===== src/rtl/usbrx_pkg.sv =====
package usbrx_pkg;
   typedef enum logic [1:0] {
      ST_HUNT  = 2'd0,
      ST_DATA  = 2'd1,
      ST_ABORT = 2'd2
   } rx_state_t;
endpackage


===== src/rtl/usbrx_bit_recover.sv =====
// Samples the line through a synchronizer, divides the sample rate for the
// slow mode and emits one strobe per bit at the bit centre.
module usbrx_bit_recover #(
   parameter int OVS         = 4,
   parameter int LS_DIV      = 8,
   parameter int SYNC_STAGES = 2
) (
   input  logic clk,
   input  logic rst_n,
   input  logic low_speed,
   input  logic rxd,
   input  logic vp,
   input  logic vm,
   output logic strobe_o,
   output logic level_o,
   output logic se0_o
);
   localparam int PH_W = (OVS > 1) ? $clog2(OVS) : 1;
   localparam logic [PH_W-1:0] PH_LAST   = PH_W'(OVS - 1);
   localparam logic [PH_W-1:0] PH_CENTER = PH_W'(OVS / 2);

   if (OVS < 3) begin : g_bad_ovs
      $error("usbrx_bit_recover: OVS must be at least 3");
   end
   if (LS_DIV < 1) begin : g_bad_div
      $error("usbrx_bit_recover: LS_DIV must be at least 1");
   end
   if (SYNC_STAGES < 1) begin : g_bad_sync
      $error("usbrx_bit_recover: SYNC_STAGES must be at least 1");
   end

   // input synchronizer: {rxd, vp, vm}
   logic [2:0] sync_q [SYNC_STAGES];
   always_ff @(posedge clk or negedge rst_n) begin
      if (!rst_n) begin
         for (int i = 0; i < SYNC_STAGES; i++) sync_q[i] <= 3'b110;
      end else begin
         sync_q[0] <= {rxd, vp, vm};
         for (int i = 1; i < SYNC_STAGES; i++) sync_q[i] <= sync_q[i-1];
      end
   end
   logic cur_rxd, cur_se0;
   assign cur_rxd = sync_q[SYNC_STAGES-1][2];
   assign cur_se0 = ~sync_q[SYNC_STAGES-1][1] & ~sync_q[SYNC_STAGES-1][0];

   // sample enable
   logic ce;
   if (LS_DIV == 1) begin : g_nodiv
      logic unused_ls;
      assign unused_ls = low_speed;
      assign ce = 1'b1;
   end else begin : g_div
      localparam int DIV_W = $clog2(LS_DIV);
      localparam logic [DIV_W-1:0] DIV_LAST = DIV_W'(LS_DIV - 1);
      logic [DIV_W-1:0] div_q;
      always_ff @(posedge clk or negedge rst_n) begin
         if (!rst_n)                div_q <= '0;
         else if (div_q == DIV_LAST) div_q <= '0;
         else                       div_q <= div_q + 1'b1;
      end
      assign ce = !low_speed || (div_q == '0);
   end

   // phase tracking
   logic [PH_W-1:0] ph_q;
   logic            last_q;
   logic            edge_seen;
   assign edge_seen = (cur_rxd != last_q);

   always_ff @(posedge clk or negedge rst_n) begin
      if (!rst_n) begin
         ph_q     <= '0;
         last_q   <= 1'b1;
         strobe_o <= 1'b0;
         level_o  <= 1'b1;
         se0_o    <= 1'b0;
      end else begin
         strobe_o <= 1'b0;
         if (ce) begin
            last_q <= cur_rxd;
            if (edge_seen)             ph_q <= PH_W'(1);
            else if (ph_q == PH_LAST)  ph_q <= '0;
            else                       ph_q <= ph_q + 1'b1;
            if (!edge_seen && ph_q == PH_CENTER) begin
               strobe_o <= 1'b1;
               level_o  <= cur_rxd;
               se0_o    <= cur_se0;
            end
         end
      end
   end

   // one centre sample per bit, never two strobes in a row
   assert_strobe_gap_R2 : assert property (@(posedge clk) disable iff (!rst_n)
      strobe_o |=> !strobe_o);
endmodule


===== src/rtl/usbrx_nrzi_decode.sv =====
// Turns centre samples into decoded bits and end-of-packet strobes.
module usbrx_nrzi_decode (
   input  logic clk,
   input  logic rst_n,
   input  logic low_speed,
   input  logic strobe_i,
   input  logic level_i,
   input  logic se0_i,
   output logic bit_stb_o,
   output logic bit_o,
   output logic se0_stb_o
);
   logic prev_q;

   assign bit_stb_o = strobe_i & ~se0_i;
   assign se0_stb_o = strobe_i & se0_i;
   assign bit_o     = (level_i == prev_q);

   always_ff @(posedge clk or negedge rst_n) begin
      if (!rst_n)        prev_q <= 1'b1;
      else if (strobe_i) prev_q <= se0_i ? ~low_speed : level_i;
   end
endmodule


===== src/rtl/usbrx_deframer.sv =====
// Start pattern search, unstuffing, byte packing and frame end handling.
module usbrx_deframer
   import usbrx_pkg::*;
#(
   parameter int SYNC_W  = 8,
   parameter int DATA_W  = 8,
   parameter int RUN_MAX = 6
) (
   input  logic              clk,
   input  logic              rst_n,
   input  logic              bit_stb_i,
   input  logic              bit_i,
   input  logic              se0_stb_i,
   input  logic [SYNC_W-1:0] pattern_i,
   output logic              pkt_start_o,
   output logic              byte_valid_o,
   output logic [DATA_W-1:0] byte_o,
   output logic              eop_o,
   output logic              frame_err_o,
   output logic              stuff_err_o,
   output logic              active_o
);
   localparam int CNT_W = $clog2(DATA_W);
   localparam logic [CNT_W-1:0] CNT_LAST = CNT_W'(DATA_W - 1);
   localparam int RUN_W = $clog2(RUN_MAX + 1);
   localparam logic [RUN_W-1:0] RUN_LIM = RUN_W'(RUN_MAX);

   if (SYNC_W < 2) begin : g_bad_sync
      $error("usbrx_deframer: SYNC_W must be at least 2");
   end
   if (DATA_W < 2) begin : g_bad_data
      $error("usbrx_deframer: DATA_W must be at least 2");
   end
   if (RUN_MAX < 1) begin : g_bad_run
      $error("usbrx_deframer: RUN_MAX must be at least 1");
   end

   rx_state_t          state_q;
   logic [SYNC_W-1:0]  hunt_q;
   logic [DATA_W-1:0]  data_q;
   logic [CNT_W-1:0]   cnt_q;
   logic [RUN_W-1:0]   ones_q;

   logic [SYNC_W-1:0]  hunt_next;
   logic [DATA_W-1:0]  data_next;
   assign hunt_next = {bit_i, hunt_q[SYNC_W-1:1]};
   assign data_next = {bit_i, data_q[DATA_W-1:1]};
   assign active_o  = (state_q != ST_HUNT);

   always_ff @(posedge clk or negedge rst_n) begin
      if (!rst_n) begin
         state_q      <= ST_HUNT;
         hunt_q       <= '1;
         data_q       <= '0;
         cnt_q        <= '0;
         ones_q       <= '0;
         pkt_start_o  <= 1'b0;
         byte_valid_o <= 1'b0;
         byte_o       <= '0;
         eop_o        <= 1'b0;
         frame_err_o  <= 1'b0;
         stuff_err_o  <= 1'b0;
      end else begin
         pkt_start_o  <= 1'b0;
         byte_valid_o <= 1'b0;
         eop_o        <= 1'b0;
         frame_err_o  <= 1'b0;
         stuff_err_o  <= 1'b0;
         if (se0_stb_i) begin
            if (state_q != ST_HUNT) begin
               eop_o       <= 1'b1;
               frame_err_o <= (state_q == ST_DATA) && (cnt_q != '0);
            end
            state_q <= ST_HUNT;
            hunt_q  <= '1;
         end else if (bit_stb_i) begin
            case (state_q)
               ST_HUNT: begin
                  hunt_q <= hunt_next;
                  if (hunt_next == pattern_i) begin
                     state_q     <= ST_DATA;
                     pkt_start_o <= 1'b1;
                     ones_q      <= '0;
                     cnt_q       <= '0;
                  end
               end
               ST_DATA: begin
                  if (ones_q == RUN_LIM) begin
                     if (bit_i) begin
                        stuff_err_o <= 1'b1;
                        state_q     <= ST_ABORT;
                     end
                     ones_q <= '0;
                  end else begin
                     data_q <= data_next;
                     ones_q <= bit_i ? ones_q + 1'b1 : '0;
                     if (cnt_q == CNT_LAST) begin
                        cnt_q        <= '0;
                        byte_valid_o <= 1'b1;
                        byte_o       <= data_next;
                     end else begin
                        cnt_q <= cnt_q + 1'b1;
                     end
                  end
               end
               default: ;
            endcase
         end
      end
   end

   assert_run_bound_R6 : assert property (@(posedge clk) disable iff (!rst_n)
      ones_q <= RUN_LIM);
   assert_start_marks_frame_R4 : assert property (@(posedge clk) disable iff (!rst_n)
      pkt_start_o |-> active_o);
   assert_no_rematch_R5 : assert property (@(posedge clk) disable iff (!rst_n)
      active_o |=> !pkt_start_o);
   assert_byte_in_frame_R7 : assert property (@(posedge clk) disable iff (!rst_n)
      byte_valid_o |-> active_o);
   assert_ferr_with_eop_R9 : assert property (@(posedge clk) disable iff (!rst_n)
      frame_err_o |-> eop_o);
   assert_stuff_in_frame_R10 : assert property (@(posedge clk) disable iff (!rst_n)
      stuff_err_o |-> active_o);
   assert_events_exclusive_R8 : assert property (@(posedge clk) disable iff (!rst_n)
      $onehot0({pkt_start_o, byte_valid_o, eop_o, stuff_err_o}));
endmodule


===== src/rtl/usbrx_frontend.sv =====
module usbrx_frontend #(
   parameter int               OVS         = 4,
   parameter int               LS_DIV      = 8,
   parameter int               SYNC_STAGES = 2,
   parameter int               SYNC_W      = 8,
   parameter int               DATA_W      = 8,
   parameter int               RUN_MAX     = 6,
   parameter logic [SYNC_W-1:0] SYNC_RESET = 8'h80
) (
   input  logic              clk,
   input  logic              rst_n,
   input  logic              low_speed,
   input  logic              rxd,
   input  logic              vp,
   input  logic              vm,
   input  logic              cfg_sync_we,
   input  logic [SYNC_W-1:0] cfg_sync_wdata,
   output logic              pkt_start,
   output logic              byte_valid,
   output logic [DATA_W-1:0] byte_data,
   output logic              eop,
   output logic              frame_err,
   output logic              stuff_err,
   output logic              frame_active
);
   logic [SYNC_W-1:0] pattern_q;
   always_ff @(posedge clk or negedge rst_n) begin
      if (!rst_n)           pattern_q <= SYNC_RESET;
      else if (cfg_sync_we) pattern_q <= cfg_sync_wdata;
   end

   logic smp_stb, smp_level, smp_se0;
   logic dec_stb, dec_bit, dec_se0;

   usbrx_bit_recover #(
      .OVS(OVS), .LS_DIV(LS_DIV), .SYNC_STAGES(SYNC_STAGES)
   ) u_recover (
      .clk(clk), .rst_n(rst_n), .low_speed(low_speed),
      .rxd(rxd), .vp(vp), .vm(vm),
      .strobe_o(smp_stb), .level_o(smp_level), .se0_o(smp_se0)
   );

   usbrx_nrzi_decode u_nrzi (
      .clk(clk), .rst_n(rst_n), .low_speed(low_speed),
      .strobe_i(smp_stb), .level_i(smp_level), .se0_i(smp_se0),
      .bit_stb_o(dec_stb), .bit_o(dec_bit), .se0_stb_o(dec_se0)
   );

   usbrx_deframer #(
      .SYNC_W(SYNC_W), .DATA_W(DATA_W), .RUN_MAX(RUN_MAX)
   ) u_deframer (
      .clk(clk), .rst_n(rst_n),
      .bit_stb_i(dec_stb), .bit_i(dec_bit), .se0_stb_i(dec_se0),
      .pattern_i(pattern_q),
      .pkt_start_o(pkt_start), .byte_valid_o(byte_valid), .byte_o(byte_data),
      .eop_o(eop), .frame_err_o(frame_err), .stuff_err_o(stuff_err),
      .active_o(frame_active)
   );
endmodule


===== config.mk =====
export PLATFORM = sky130hd
export DESIGN_NAME = usbrx_frontend
export DESIGN_NICKNAME = d
export VERILOG_FILES = /design/src/rtl/usbrx_pkg.sv /design/src/rtl/usbrx_bit_recover.sv /design/src/rtl/usbrx_nrzi_decode.sv /design/src/rtl/usbrx_deframer.sv /design/src/rtl/usbrx_frontend.sv
export SDC_FILE = /design/constraint.sdc
export NUM_CORES = 1
export LEC_CHECK = 0
export CAP_MARGIN = 20
export CORE_UTILIZATION = 30
export DETAILED_ROUTE_END_ITERATION = 12
export PLACE_DENSITY = 0.5
export RECOVER_POWER = 100
export SYNTH_ARGS = -nofsm -noshare
export SYNTH_HDL_FRONTEND = slang
export SYNTH_SLANG_ARGS = --single-unit

===== constraint.sdc =====
create_clock -name clk -period 2.6 [get_ports clk]
set_clock_uncertainty 0.15 [all_clocks]
set_input_delay 0.52 -clock clk [delete_from_list [all_inputs] [get_ports clk]]
set_output_delay 0.52 -clock clk [all_outputs]
set_load 0.1 [all_outputs]

[Yosys cells after proc, flatten, opt, wreduce, memory -nomap -nowiden]
Index checks and enable logic that the tools add are counted.
W data, S select, Z words.
Storage, ports and cells
  flip-flop bits (word level): 61
  input bits: 15
  output and inout bits: 14
  logic and storage cells: 108
Operators by class
  add/subtract/negate cells: 4
  equality and inequality tests: 14
  multiplexer cells: 40
  bitwise logic cells: 9
  reduce and logical (&&, ||, !) cells: 20
Operators with widths (count)
  $mux W8: 3
  $mux W1: 21
  $mux W3: 6
  $reduce_and A5 Y1: 3
  $mux W2: 7
  $pmux W3 S2: 2
  $add A3 B1 Y3 const B: 3
  $eq A3 B3 Y1 const B: 3
  $eq A8 B8 Y1: 1
  $reduce_and A4 Y1: 2
  $reduce_bool A2 Y1: 4
  $ne A3 B2 Y1 const B: 2
  $not A1 Y1: 6
  $reduce_bool A3 Y1: 2
  $eq A2 B2 Y1 const B: 2
  $pmux W2 S2: 1
  $reduce_and A2 Y1: 2
  $and A1 B1 Y1: 3
  $logic_not A3 Y1: 1
  $ne A3 B3 Y1 const B: 1
  $add A2 B1 Y2 const B: 1
  $eq A2 B1 Y1 const B: 1
  $logic_and A1 B1 Y1: 2
  $logic_not A1 Y1: 2
  other kinds (6): 6

[Longest topological paths before layout]
Gate-level depths: netlist of run 1.
  word-level depth: 6
  mapped depth: 8
  depth with buffers taken out: 7

[By module]
From an unflattened synthesis of run 1, not the netlist that was laid out.
Unflattened totals
  cell total of the unflattened synthesis: 199
  area, all modules: 2612.5 µm²
By module, submodules not included
  usbrx_deframer: times used 1, cells each 133, area an instance 1604.0 µm², sequential area each 884.6 µm²
  usbrx_bit_recover: times used 1, cells each 41, area an instance 599.3 µm², sequential area each 382.9 µm²
  usbrx_frontend: times used 1, cells each 17, area an instance 332.8 µm², sequential area each 201.4 µm²
  usbrx_nrzi_decode: times used 1, cells each 8, area an instance 76.3 µm², sequential area each 26.3 µm²

[Worst setup path before layout of run 1]
OpenSTA, ideal clock, no wires.
  path type: reg2out
  start: register u_deframer.state_q[0]
  end: output port frame_active
  arrival: 1.292 ns
  data required time: 1.930 ns
  path slack: 0.638 ns
  cell stages (with the launch flop): 4
  path buffers: 1
  cells stage by stage: dfrtp_1 nor2_1 clkbuf_1 inv_1
Between the ends
  longest elaborated chain between the ends: 1
RTL lines
  from (decl): line usbrx_deframer.sv:38  | rx_state_t state_q;
  from (signal assigned): line usbrx_deframer.sv:52  | state_q <= ST_HUNT;
  from (signal assigned): line usbrx_deframer.sv:74  | state_q <= ST_HUNT;
  from (signal assigned): line usbrx_deframer.sv:81  | state_q <= ST_DATA;
  $reduce_bool A2 Y1: line usbrx_deframer.sv:48  | assign active_o = (state_q != ST_HUNT);
  to (decl): line usbrx_frontend.sv:24  | output logic frame_active
No other way between the ends.

[Worst setup path in the final report of run 1]
  start: register u_deframer.stuff_err_o
  end: output port stuff_err
RTL lines
  from (decl): line usbrx_deframer.sv:20  | output logic stuff_err_o,
  from (signal assigned): line usbrx_deframer.sv:62  | stuff_err_o <= 1'b0;
  from (signal assigned): line usbrx_deframer.sv:68  | stuff_err_o <= 1'b0;
  from (signal assigned): line usbrx_deframer.sv:90  | stuff_err_o <= 1'b1;
  to (decl): line usbrx_frontend.sv:23  | output logic stuff_err,
No word-level cell between the ends.

==> results of run 1 <==
## metrics by stage
step	utilization, %	cell area [sq um]	hold WS, ns	instances	setup WS (ns)
after global placement	35.6	2910	0.184	333	0.507
after CTS	38.4	3140	0.0205	349	0.548
final	37.2	3040	0.201	349	0.387
after global routing	37.2	3040	0.208	349	0.247
after floorplan	-	2510	0.0744	202	0.638
after detailed placement	35.6	2910	0.196	333	0.459
## state kept, by name (all words and copies together) (netlist names)
signal and cells:
u_deframer.data_q 7, u_deframer.state_q 2, u_recover.level_o 1, u_recover.last_q 1, u_deframer.hunt_q 7, u_deframer.eop_o 1
u_deframer.ones_q 3, u_deframer.pkt_start_o 1, u_deframer.stuff_err_o 1, u_deframer.frame_err_o 1, u_recover.cur_rxd 1, u_deframer.byte_valid_o 1
u_deframer.cnt_q 3, u_recover.g_div.div_q 3, u_recover.se0_o 1, pattern_q 8, u_deframer.byte_o 8, u_nrzi.prev_q 1
u_recover.sync_q 5, u_recover.strobe_o 1, u_recover.ph_q 2
## worst reg2reg max path, delay by kind of cell, from the launching register on
family | cells | cell delay (ns)
AO/OA/AOI/OAI | 2 | 0.18
XOR/XNOR | 2 | 0.75
AND/OR/NAND/NOR | 1 | 0.42
flip-flops | 1 | 0.55
## metal layers
layer  track usage (%)  vias up  part of all wire [%]
met5                 0        -                     0
met4              6.15        0                   2.1
met3              4.23       10                   4.7
met2              16.4       31                    44
met1              14.4      784                    49
li1                  -      773                     -
## synth_stat cells (2+ instances only)
library cell   n
and3_1         2
inv_1         13
dfstp_2       15
nand2_1       27
a21oi_1        4
o22ai_1        2
buf_2          2
o21a_1         2
nand2b_1       2
mux2i_1        2
o31ai_1        3
nor3_1         3
a31oi_1        2
nor2_1         7
dfrtp_1       44
o22a_1        13
mux2_2        18
ha_1          10
o21ai_0        3
clkbuf_1       4
xnor2_1        9
## layout make-up
| class | instances | area, sq um |
|---|---|---|
| clock inverter | 5 | 75.1 |
| fill | 844 | 5130 |
| clock buffer | 11 | 151 |
| multi-input combinational | 123 | 921 |
| inverter | 13 | 48.8 |
| sequential | 59 | 1500 |
| timing repair buffer | 33 | 220 |
| tap | 105 | 131 |
## cell families after synthesis
logic type	synth area share [%]
multiplexers	8.86
buffers and inverters	3.24
adder cells (fa/ha/maj)	4.98
flip-flops	59.5
AND/OR/NAND/NOR	10.1
AO/OA/AOI/OAI	9.56
XOR/XNOR	3.79
## report_power, final
part / internal, W / switching, W / total [W]
sequential: 0.00108 / 0.000106 / 0.00119
combinational: 0.000200 / 0.000193 / 0.000392
clock: 0.000587 / 0.000348 / 0.000935
## worst paths after layout
kind | startpoint | end
worst min register to register | u_recover.sync_q[3]$_DFF_PN0_ | u_recover.sync_q[0]$_DFF_PN0_
worst min-delay path | u_recover.sync_q[3]$_DFF_PN0_ | u_recover.sync_q[0]$_DFF_PN0_
worst max-delay path | u_deframer.stuff_err_o$_DFF_PN0_ | stuff_err
max in group asynchronous | rst_n | u_recover.sync_q[3]$_DFF_PN0_
worst max register to register | u_recover.level_o$_DFFE_PN1P_ | u_deframer.cnt_q[0]$_DFFE_PN0P_
min in group asynchronous | rst_n | u_deframer.byte_valid_o$_DFF_PN0_
==> metrics, run 1 <==
Slew headroom 6.33%; number of flops mapped to enable cells by yosys 0; ys flop type dfrtp_1; Worst Path Required 1.93 ns; Design Power 0.00251 W; final setup fails 0; number of CTS-inserted buffers 9; worst slew pin tran 1.41 ns; WS Path Type flip-flop to output pin; GRT Overall Usage between 10% and 20%; DR DRC count 0; Die Footprint 0.00875 sq mm; Buf/Inv on CP 1; post_cts resized 0; FF-to-FF setup slack ~0.46 ns; Crit-path slowest cell clkbuf_1; worst r2r path cells 5; DRT iter0 DRCs 88; status complete, no violations; Setup Total Neg Slack 0 ns; Max VDD drop just under 0.7 mV; Pleak 1.38 nW; area delta synth->final 21.1%; Worst setup EP type output pin; Yosys reg bits 59; Site Rows 33; vias in the first global route 1605; Final period util 85.1%; Skew-Pair Late Insertion Delay 0.33 ns; count of pins over their slew limit 0; Yosys top cell area share 43.8%; fraction of layout cells with a size suffix above 1 23.8%; Cell Chain, Critical Path clkbuf_1; gr ovfl total 0; nets 264; Hold Crit Depth 0; Yosys warning count 0; most frequent cells in the layout dfrtp_1, nand2_1, mux2_2; hold crit path type flip-flop to flip-flop; number of port buffers 28; synth top area cells dfrtp_1, dfstp_2, mux2_2; CTS H-tree depth 3; initial antenna violation count 0; Post-Syn Instances roughly 200; clock-pin slew on the worst setup and hold paths 0.06 ns; post-DP HPWL 2.81 mm; syn nets 227; CTS root buffer clkbuf_8; Synth async-reset ratio 100%; CP max stage delay 0.87 ns; Worst setup SP type flip-flop; Num Clock Sinks 59; CTS tree done; Starting Density 30.7%; Achievable Freq 452 MHz; Die Y between 90 and 100 um; share of the yosys chip area belonging to registers 59.5%; vias per cell between 4 and 5; antenna diode count 0; Critical Path Stages 1; post-route minimum period 2.21 ns; I/O pins 29; Core ar. between 0.008 and 0.009 sq mm; Setup Fix Bufs, Post-CTS 0; Top delay family on crit path buffers and inverters; first-pass GRT wire length 7.49 mm; pin count of the biggest net entering global routing 60; WL final 4.20 mm; 1st-pass router iterations 4; Die W 93.5 um; arrival time worst endpoint 1.54 ns; clk buf depth 2; mapped cell area between 0.002 and 0.003 sq mm; worst-path maximum fanout 1; synthesized area per cell 12.4 sq um; Final Hold Viols 0; hold buffer count at CTS 0; library cells used by synthesis 36; average wire per standard cell about 12 um; P per Cell Area around 830 mW/mm^2; RSZ-0062 raised after global routing false; max-cap viol count 0; most common cell after layout, fill and taps aside dfrtp_1; Final ANT Viol Nets 0; Synth area leader dfrtp_1; total number of vias 1598; GPL Wtd Cong between 0.6 and 0.7
(Power assumes the default switching activity.)
==> run 2, diff against run 1 <==
PLACE_DENSITY = 0.46   (was 0.5)
==> run 2 against run 1 <==
Against the previous run:
- first-iteration DRC count shrank 57%
- critical path depth is the same
- global-route usage is 0.29 points higher
- combinational power about the same
- cell area is 0.53% higher
- register-to-register slack got worse by 0.04 ns
- clock power grew 0.4%
- via count decreased by 2.1%
- critical path type unchanged
- largest power group unchanged
- highest routed layer unchanged
==> metrics, run 2 (synthesis gave the netlist of run 1 again) <==
status complete, no violations; max-cap viol count 0 (unchanged); DR DRC count 0 (unchanged); Slew headroom 22.3% (+16 points); Clk pwr share 37.3% (about the same); total number of vias 1565 (-2.1%); nets 266 (+0.76%); crit path setup slack, layout 0.384 ns (-0.00283 ns); Regs by FF count pattern_q x8, u_deframer.byte_o x8; Pleak 1.37 nW (-0.51%); FF-to-FF setup slack 0.42 ns (-0.04 ns); 1st-pass router iterations 4 (unchanged); worst-path maximum fanout 2 (+1); clock-pin slew on the worst setup and hold paths 0.07 ns (about the same); WL final 4.36 mm (+3.7%); Core ar. 0.00818 sq mm (unchanged); number of port buffers 28 (unchanged); fraction of layout cells with a size suffix above 1 23.2% (-0.60 points); RSZ-0062 raised after global routing false; vias in the first global route 1543 (-3.9%); pin count of the biggest net entering global routing 23 (-62%); Achievable Freq 451 MHz (-0.13%); Buf/Inv on CP 1 (unchanged); count of pins over their slew limit 0 (unchanged); Final period util 85.2% (+0.11 points); P per Cell Area 823 mW/mm^2 (-0.37%); Num Clock Sinks 59 (unchanged); final setup fails 0 (unchanged); I/O pins 29 (unchanged); most common cell after layout, fill and taps aside dfrtp_1; CTS tree done; Sequential Power Share 47.2% (about the same); average wire per standard cell 12.4 um (+3.1%); gr ovfl total 0 (unchanged); Final Hold Viols 0 (unchanged); Die W 93.5 um (unchanged); area delta synth->final 21.8%; pre-CTS WS 0.455 ns (-0.00372 ns); Die Y 93.5 um (unchanged); Skew-Pair Late Insertion Delay 0.33 ns (about the same); Setup Total Neg Slack 0 ns (unchanged); Cell Chain, Critical Path clkbuf_1; Final ANT Viol Nets 0 (unchanged); post-route minimum period 2.22 ns (+0.00284 ns); hold crit path type flip-flop to flip-flop; arrival time worst endpoint 1.55 ns (about the same); FILL cells 837 (-0.83%); P_sw 0.000673 W (+4.1%); post_cts resized 0 (unchanged); Int Pwr 0.00185 W (-1.2%); initial antenna violation count 0 (unchanged); Top delay family on crit path buffers and inverters; Worst setup EP type output pin; Die Footprint 0.00875 sq mm (unchanged); CTS H-tree depth 3 (unchanged); Site Rows 33 (unchanged); Crit-path slowest cell clkbuf_1; Logic pwr share 15.5% (about the same); GRT Overall Usage 11.6% (+0.29 points); Starting Density 30.7% (unchanged); CTS root buffer clkbuf_8; vias per cell 4.46 (-2.6%); antenna diode count 0 (unchanged); number of CTS-inserted buffers 9 (unchanged); sw frac 26.7% (+1.0 points); Worst Path Required 1.93 ns (about the same); CP max stage delay 0.86 ns (about the same); first-pass GRT wire length 7.54 mm (+0.64%); Worst setup SP type flip-flop; worst slew pin tran 1.17 ns (-0.235 ns); clk buf depth 2 (unchanged); GPL Wtd Cong 0.709 (+4.3%); DRT iter0 DRCs 38 (-57%); Max VDD drop 0.346 mV (-49%); WS Path Type flip-flop to output pin; most frequent cells in the layout dfrtp_1, nand2_1, mux2_2; post-DP HPWL 3.09 mm (+10%)
[run 2: cell count changes in the layout (fill, tap and decap cells not counted), sizes merged]
cell and delta:
buf -1, clkbuf +1, clkinv -1, clkinvlp +2, dlygate4sd3 +1
[run 2: final timing paths]
path,endpoint,start,cells past startpoint
max in group asynchronous,u_recover.sync_q[5]$_DFF_PN1_,rst_n,3
worst min-delay path,u_recover.sync_q[0]$_DFF_PN0_,u_recover.sync_q[3]$_DFF_PN0_,0
worst max register to register,u_deframer.cnt_q[0]$_DFFE_PN0P_,u_recover.level_o$_DFFE_PN1P_,5
min in group asynchronous,u_deframer.data_q[2]$_DFFE_PN0P_,rst_n,2
worst min register to register,u_recover.sync_q[0]$_DFF_PN0_,u_recover.sync_q[3]$_DFF_PN0_,0
worst max-delay path,byte_data[6],u_deframer.byte_o[6]$_DFFE_PN0P_,1
[run 2: layout make-up]
| cell class | count | area (sq um) | share of cell area, % |
|---|---|---|---|
| clock buffer | 10 | 138 | 4.50 |
| clock inverter | 6 | 88.8 | 2.90 |
| inverter | 13 | 48.8 | 1.60 |
| multi-input combinational | 123 | 926 | 30.3 |
| sequential | 59 | 1500 | 48.9 |
| tap | 105 | 131 | 4.29 |
| timing repair buffer | 35 | 231 | 7.57 |
[run 2: repair_timing]
item	CTS	global route
endpoints found under the setup margin	0	0
hold buffers	1	0
setup buffers	0	0
endpoints found under the hold margin	16	0
[run 2: power groups by stage]
stage                     clock [W]  combinational, W  sequential [W]
after floorplan                   0          0.000304         0.00119
after global placement            0          0.000405         0.00122
after detailed placement          0          0.000409         0.00122
after CTS                  0.000973          0.000412         0.00120
after global routing        0.00102          0.000427         0.00122
final                      0.000939          0.000391         0.00119
[run 2: layer usage]
| layer | global-route usage (%) | routed length, um |
|---|---|---|
| met3 | 3.66 | 153 |
| met1 | 15.5 | 2200 |
| met5 | 0 | 0 |
| met4 | 6.54 | 89 |
| met2 | 16.4 | 1910 |
[run 2: per-stage QoR]
step	cell area (sq um)	hold slack (ns)	util, %	std cells	total power [W]
final	3060	0.198	37.4	351	0.00252
after global routing	3060	0.210	37.4	351	0.00266
after CTS	3150	0.200	38.5	351	0.00259
after detailed placement	2910	0.185	35.6	334	0.00163
after global placement	2910	0.183	35.6	334	0.00162
after floorplan	2510	0.0744	-	202	0.00149
==> run 3, diff against run 2 <==
PLACE_DENSITY = 0.48   (was 0.46)
clock period = 1.9 ns   (was 2.6 ns; I/O delays follow)
==> run 3 against run 2 <==
Against the previous run:
- count of clock-buffer cells in the layout is 1 higher
- largest power group unchanged
- register-to-register slack worse by 0.29 ns
- wire length is 1.2% higher
==> metrics, run 3 (synthesis gave the netlist of run 1 again) <==
Num Clock Sinks 59 (unchanged); nets 272 (+2.3%); fraction of layout cells with a size suffix above 1 32.1% (+9.0 points); post-route minimum period between 1.5 and 2 ns; worst hold slack 0.199 ns (+0.00104 ns); hold crit path type flip-flop to flip-flop; Regs by FF count pattern_q x8, u_deframer.byte_o x8; CTS H-tree depth 3 (unchanged); hold path start u_recover.sync_q[3]$_DFF_PN0_; RR Startpoint u_recover.level_o$_DFFE_PN1P_; Achievable Freq 558 MHz; Setup Total Neg Slack 0 ns (unchanged); clock-pin slew on the worst setup and hold paths 0.07 ns (about the same); 1st-pass router iterations 3 (-1); vias in the first global route 1561 (+1.2%); Sequential Power Share 47.4% (+0.2 points); Worst Setup SP u_deframer.state_q[1]$_DFFE_PN0P_; Skew-Pair Late Insertion Delay 0.34 ns (about the same); number of CTS-inserted buffers 9 (unchanged); vias per cell 4.45 (-0.17%); Design Power 0.00345 W (+37%); first-pass GRT wire length 7.64 mm (+1.3%); gr ovfl total 0 (unchanged); Worst Path Required 1.37 ns (-0.56 ns); P_sw 0.000933 W (+39%); Pleak 1.46 nW (+6.2%); Clk pwr share 35.7% (-1.6 points); Core ar. 0.00818 sq mm (unchanged); crit path setup slack, layout 0.109 ns (-0.274 ns); Slew headroom 46.7% (+24 points); CTS tree done; Site Rows 33 (unchanged); arrival time worst endpoint 1.26 ns (-0.29 ns); Die W 93.5 um (unchanged); FF-to-FF setup slack 0.13 ns (-0.29 ns); Starting Density 30.7% (unchanged); Die Y 93.5 um (unchanged); DR DRC count 0 (unchanged); pin count of the biggest net entering global routing 60 (+160%); final instance area 0.00314 sq mm (+2.5%); WL final 4.41 mm (+1.2%); initial antenna violation count 0 (unchanged); worst-path maximum fanout 4 (+2); clk buf depth 2 (unchanged); antenna diode count 0 (unchanged); RSZ-0062 raised after global routing false; count of pins over their slew limit 0 (unchanged); I/O pins 29 (unchanged); DP Area 0.00312 sq mm (+7.3%); Final period util 94.2%; average wire per standard cell 12.3 um (-0.53%); Worst setup EP type output pin; CTS root buffer clkbuf_8; RR Endpoint u_deframer.state_q[0]$_DFFE_PN0P_; Final Hold Viols 0 (unchanged); post-DP HPWL 2.88 mm (-6.6%); status complete, no violations; number of port buffers 28 (unchanged); Logic pwr share 16.8% (+1.3 points); WS Path Type flip-flop to output pin; area delta synth->final 24.9%; DRT iter0 DRCs 38 (unchanged); GRT Overall Usage 11.8% (+0.21 points); max-cap viol count 0 (unchanged); worst r2r path cells 5 (unchanged); most common cell after layout, fill and taps aside dfrtp_1; FILL cells 830 (-0.84%); pre-CTS WS 0.115 ns (-0.340 ns); worst slew pin tran 0.800 ns (-0.371 ns); Die Footprint 0.00875 sq mm (unchanged); most frequent cells in the layout dfrtp_1, nand2_1, mux2_2; CP endpoint frame_active; P per Cell Area 1100 mW/mm^2 (+34%); Final ANT Viol Nets 0 (unchanged); Int Pwr 0.00252 W (+37%); final setup fails 0 (unchanged); Max VDD drop 0.600 mV (+74%); GPL Wtd Cong 0.691 (-2.7%); total number of vias 1589 (+1.5%); Worst setup SP type flip-flop; sw frac 27.0% (+0.29 points)
[run 3: changes by cell type in the layout (fill, tap and decap cells not counted), sizes merged]
cell,delta
buf,+6
clkinvlp,-2
clkbuf,+1
clkdlybuf4s50,+1
clkinv,+1
dlygate4sd3,-1
[run 3: power by group through the flow]
| stage | Clock, W | Combinational [W] | Sequential [W] |
|---|---|---|---|
| after CTS | 0.00128 | 0.000612 | 0.00164 |
| after floorplan | 0 | 0.000416 | 0.00163 |
| after detailed placement | 0 | 0.000601 | 0.00166 |
| after global placement | 0 | 0.000605 | 0.00166 |
| after global routing | 0.00133 | 0.000648 | 0.00166 |
| final | 0.00123 | 0.000581 | 0.00164 |
[run 3: critical path, stage by stage, from the launching register on]
cell,delay (ns)
dfrtp_1,0.43
nor2_2,0.14
buf_4,0.13
inv_1,0.06
buf_12,0.16
[run 3: cell type report]
type | count | area [sq um] | share of cell area (%)
clock buffer | 11 | 131 | 4.19
sequential | 59 | 1500 | 47.7
clock inverter | 5 | 78.8 | 2.51
tap | 105 | 131 | 4.19
inverter | 13 | 48.8 | 1.56
multi-input combinational | 123 | 943 | 30.1
timing repair buffer | 41 | 308 | 9.81
[run 3: what timing repair did]
item | in CTS | in global routing
setup buffers | 1 | 0
gates resized for setup | 0 | 2
hold buffers | 1 | 0
hold endpoints to repair | 44 | 0
setup endpoints to repair | 1 | 4
[run 3: metal layers]
layer | share of wire (%) | global-route usage (%)
met1 | 49 | 15.2
met5 | 0 | 0
met4 | 1.7 | 7.82
met2 | 43 | 16.4
met3 | 5.5 | 4.23
[run 3: how the worst min path moves through the flow]
stage	cells past startpoint	to	slack, ns
final	0	u_recover.sync_q[0]$_DFF_PN0_	0.20
after global routing	0	u_recover.cur_rxd$_DFF_PN1_	0.21
after CTS	0	u_recover.sync_q[0]$_DFF_PN0_	0.20
after detailed placement	0	u_recover.sync_q[0]$_DFF_PN0_	0.18
after global placement	0	u_recover.sync_q[0]$_DFF_PN0_	0.18
after floorplan	0	pattern_q[0]$_DFFE_PN0P_	-0.07
[run 3: metrics by stage]
| stage | std cells | util, % |
|---|---|---|
| finish | 357 | 38.4 |
| global route | 357 | 38.4 |
| CTS | 357 | 41.0 |
| detailed placement | 339 | 38.2 |
| global placement | 339 | 38.2 |
| floorplan | 202 | - |
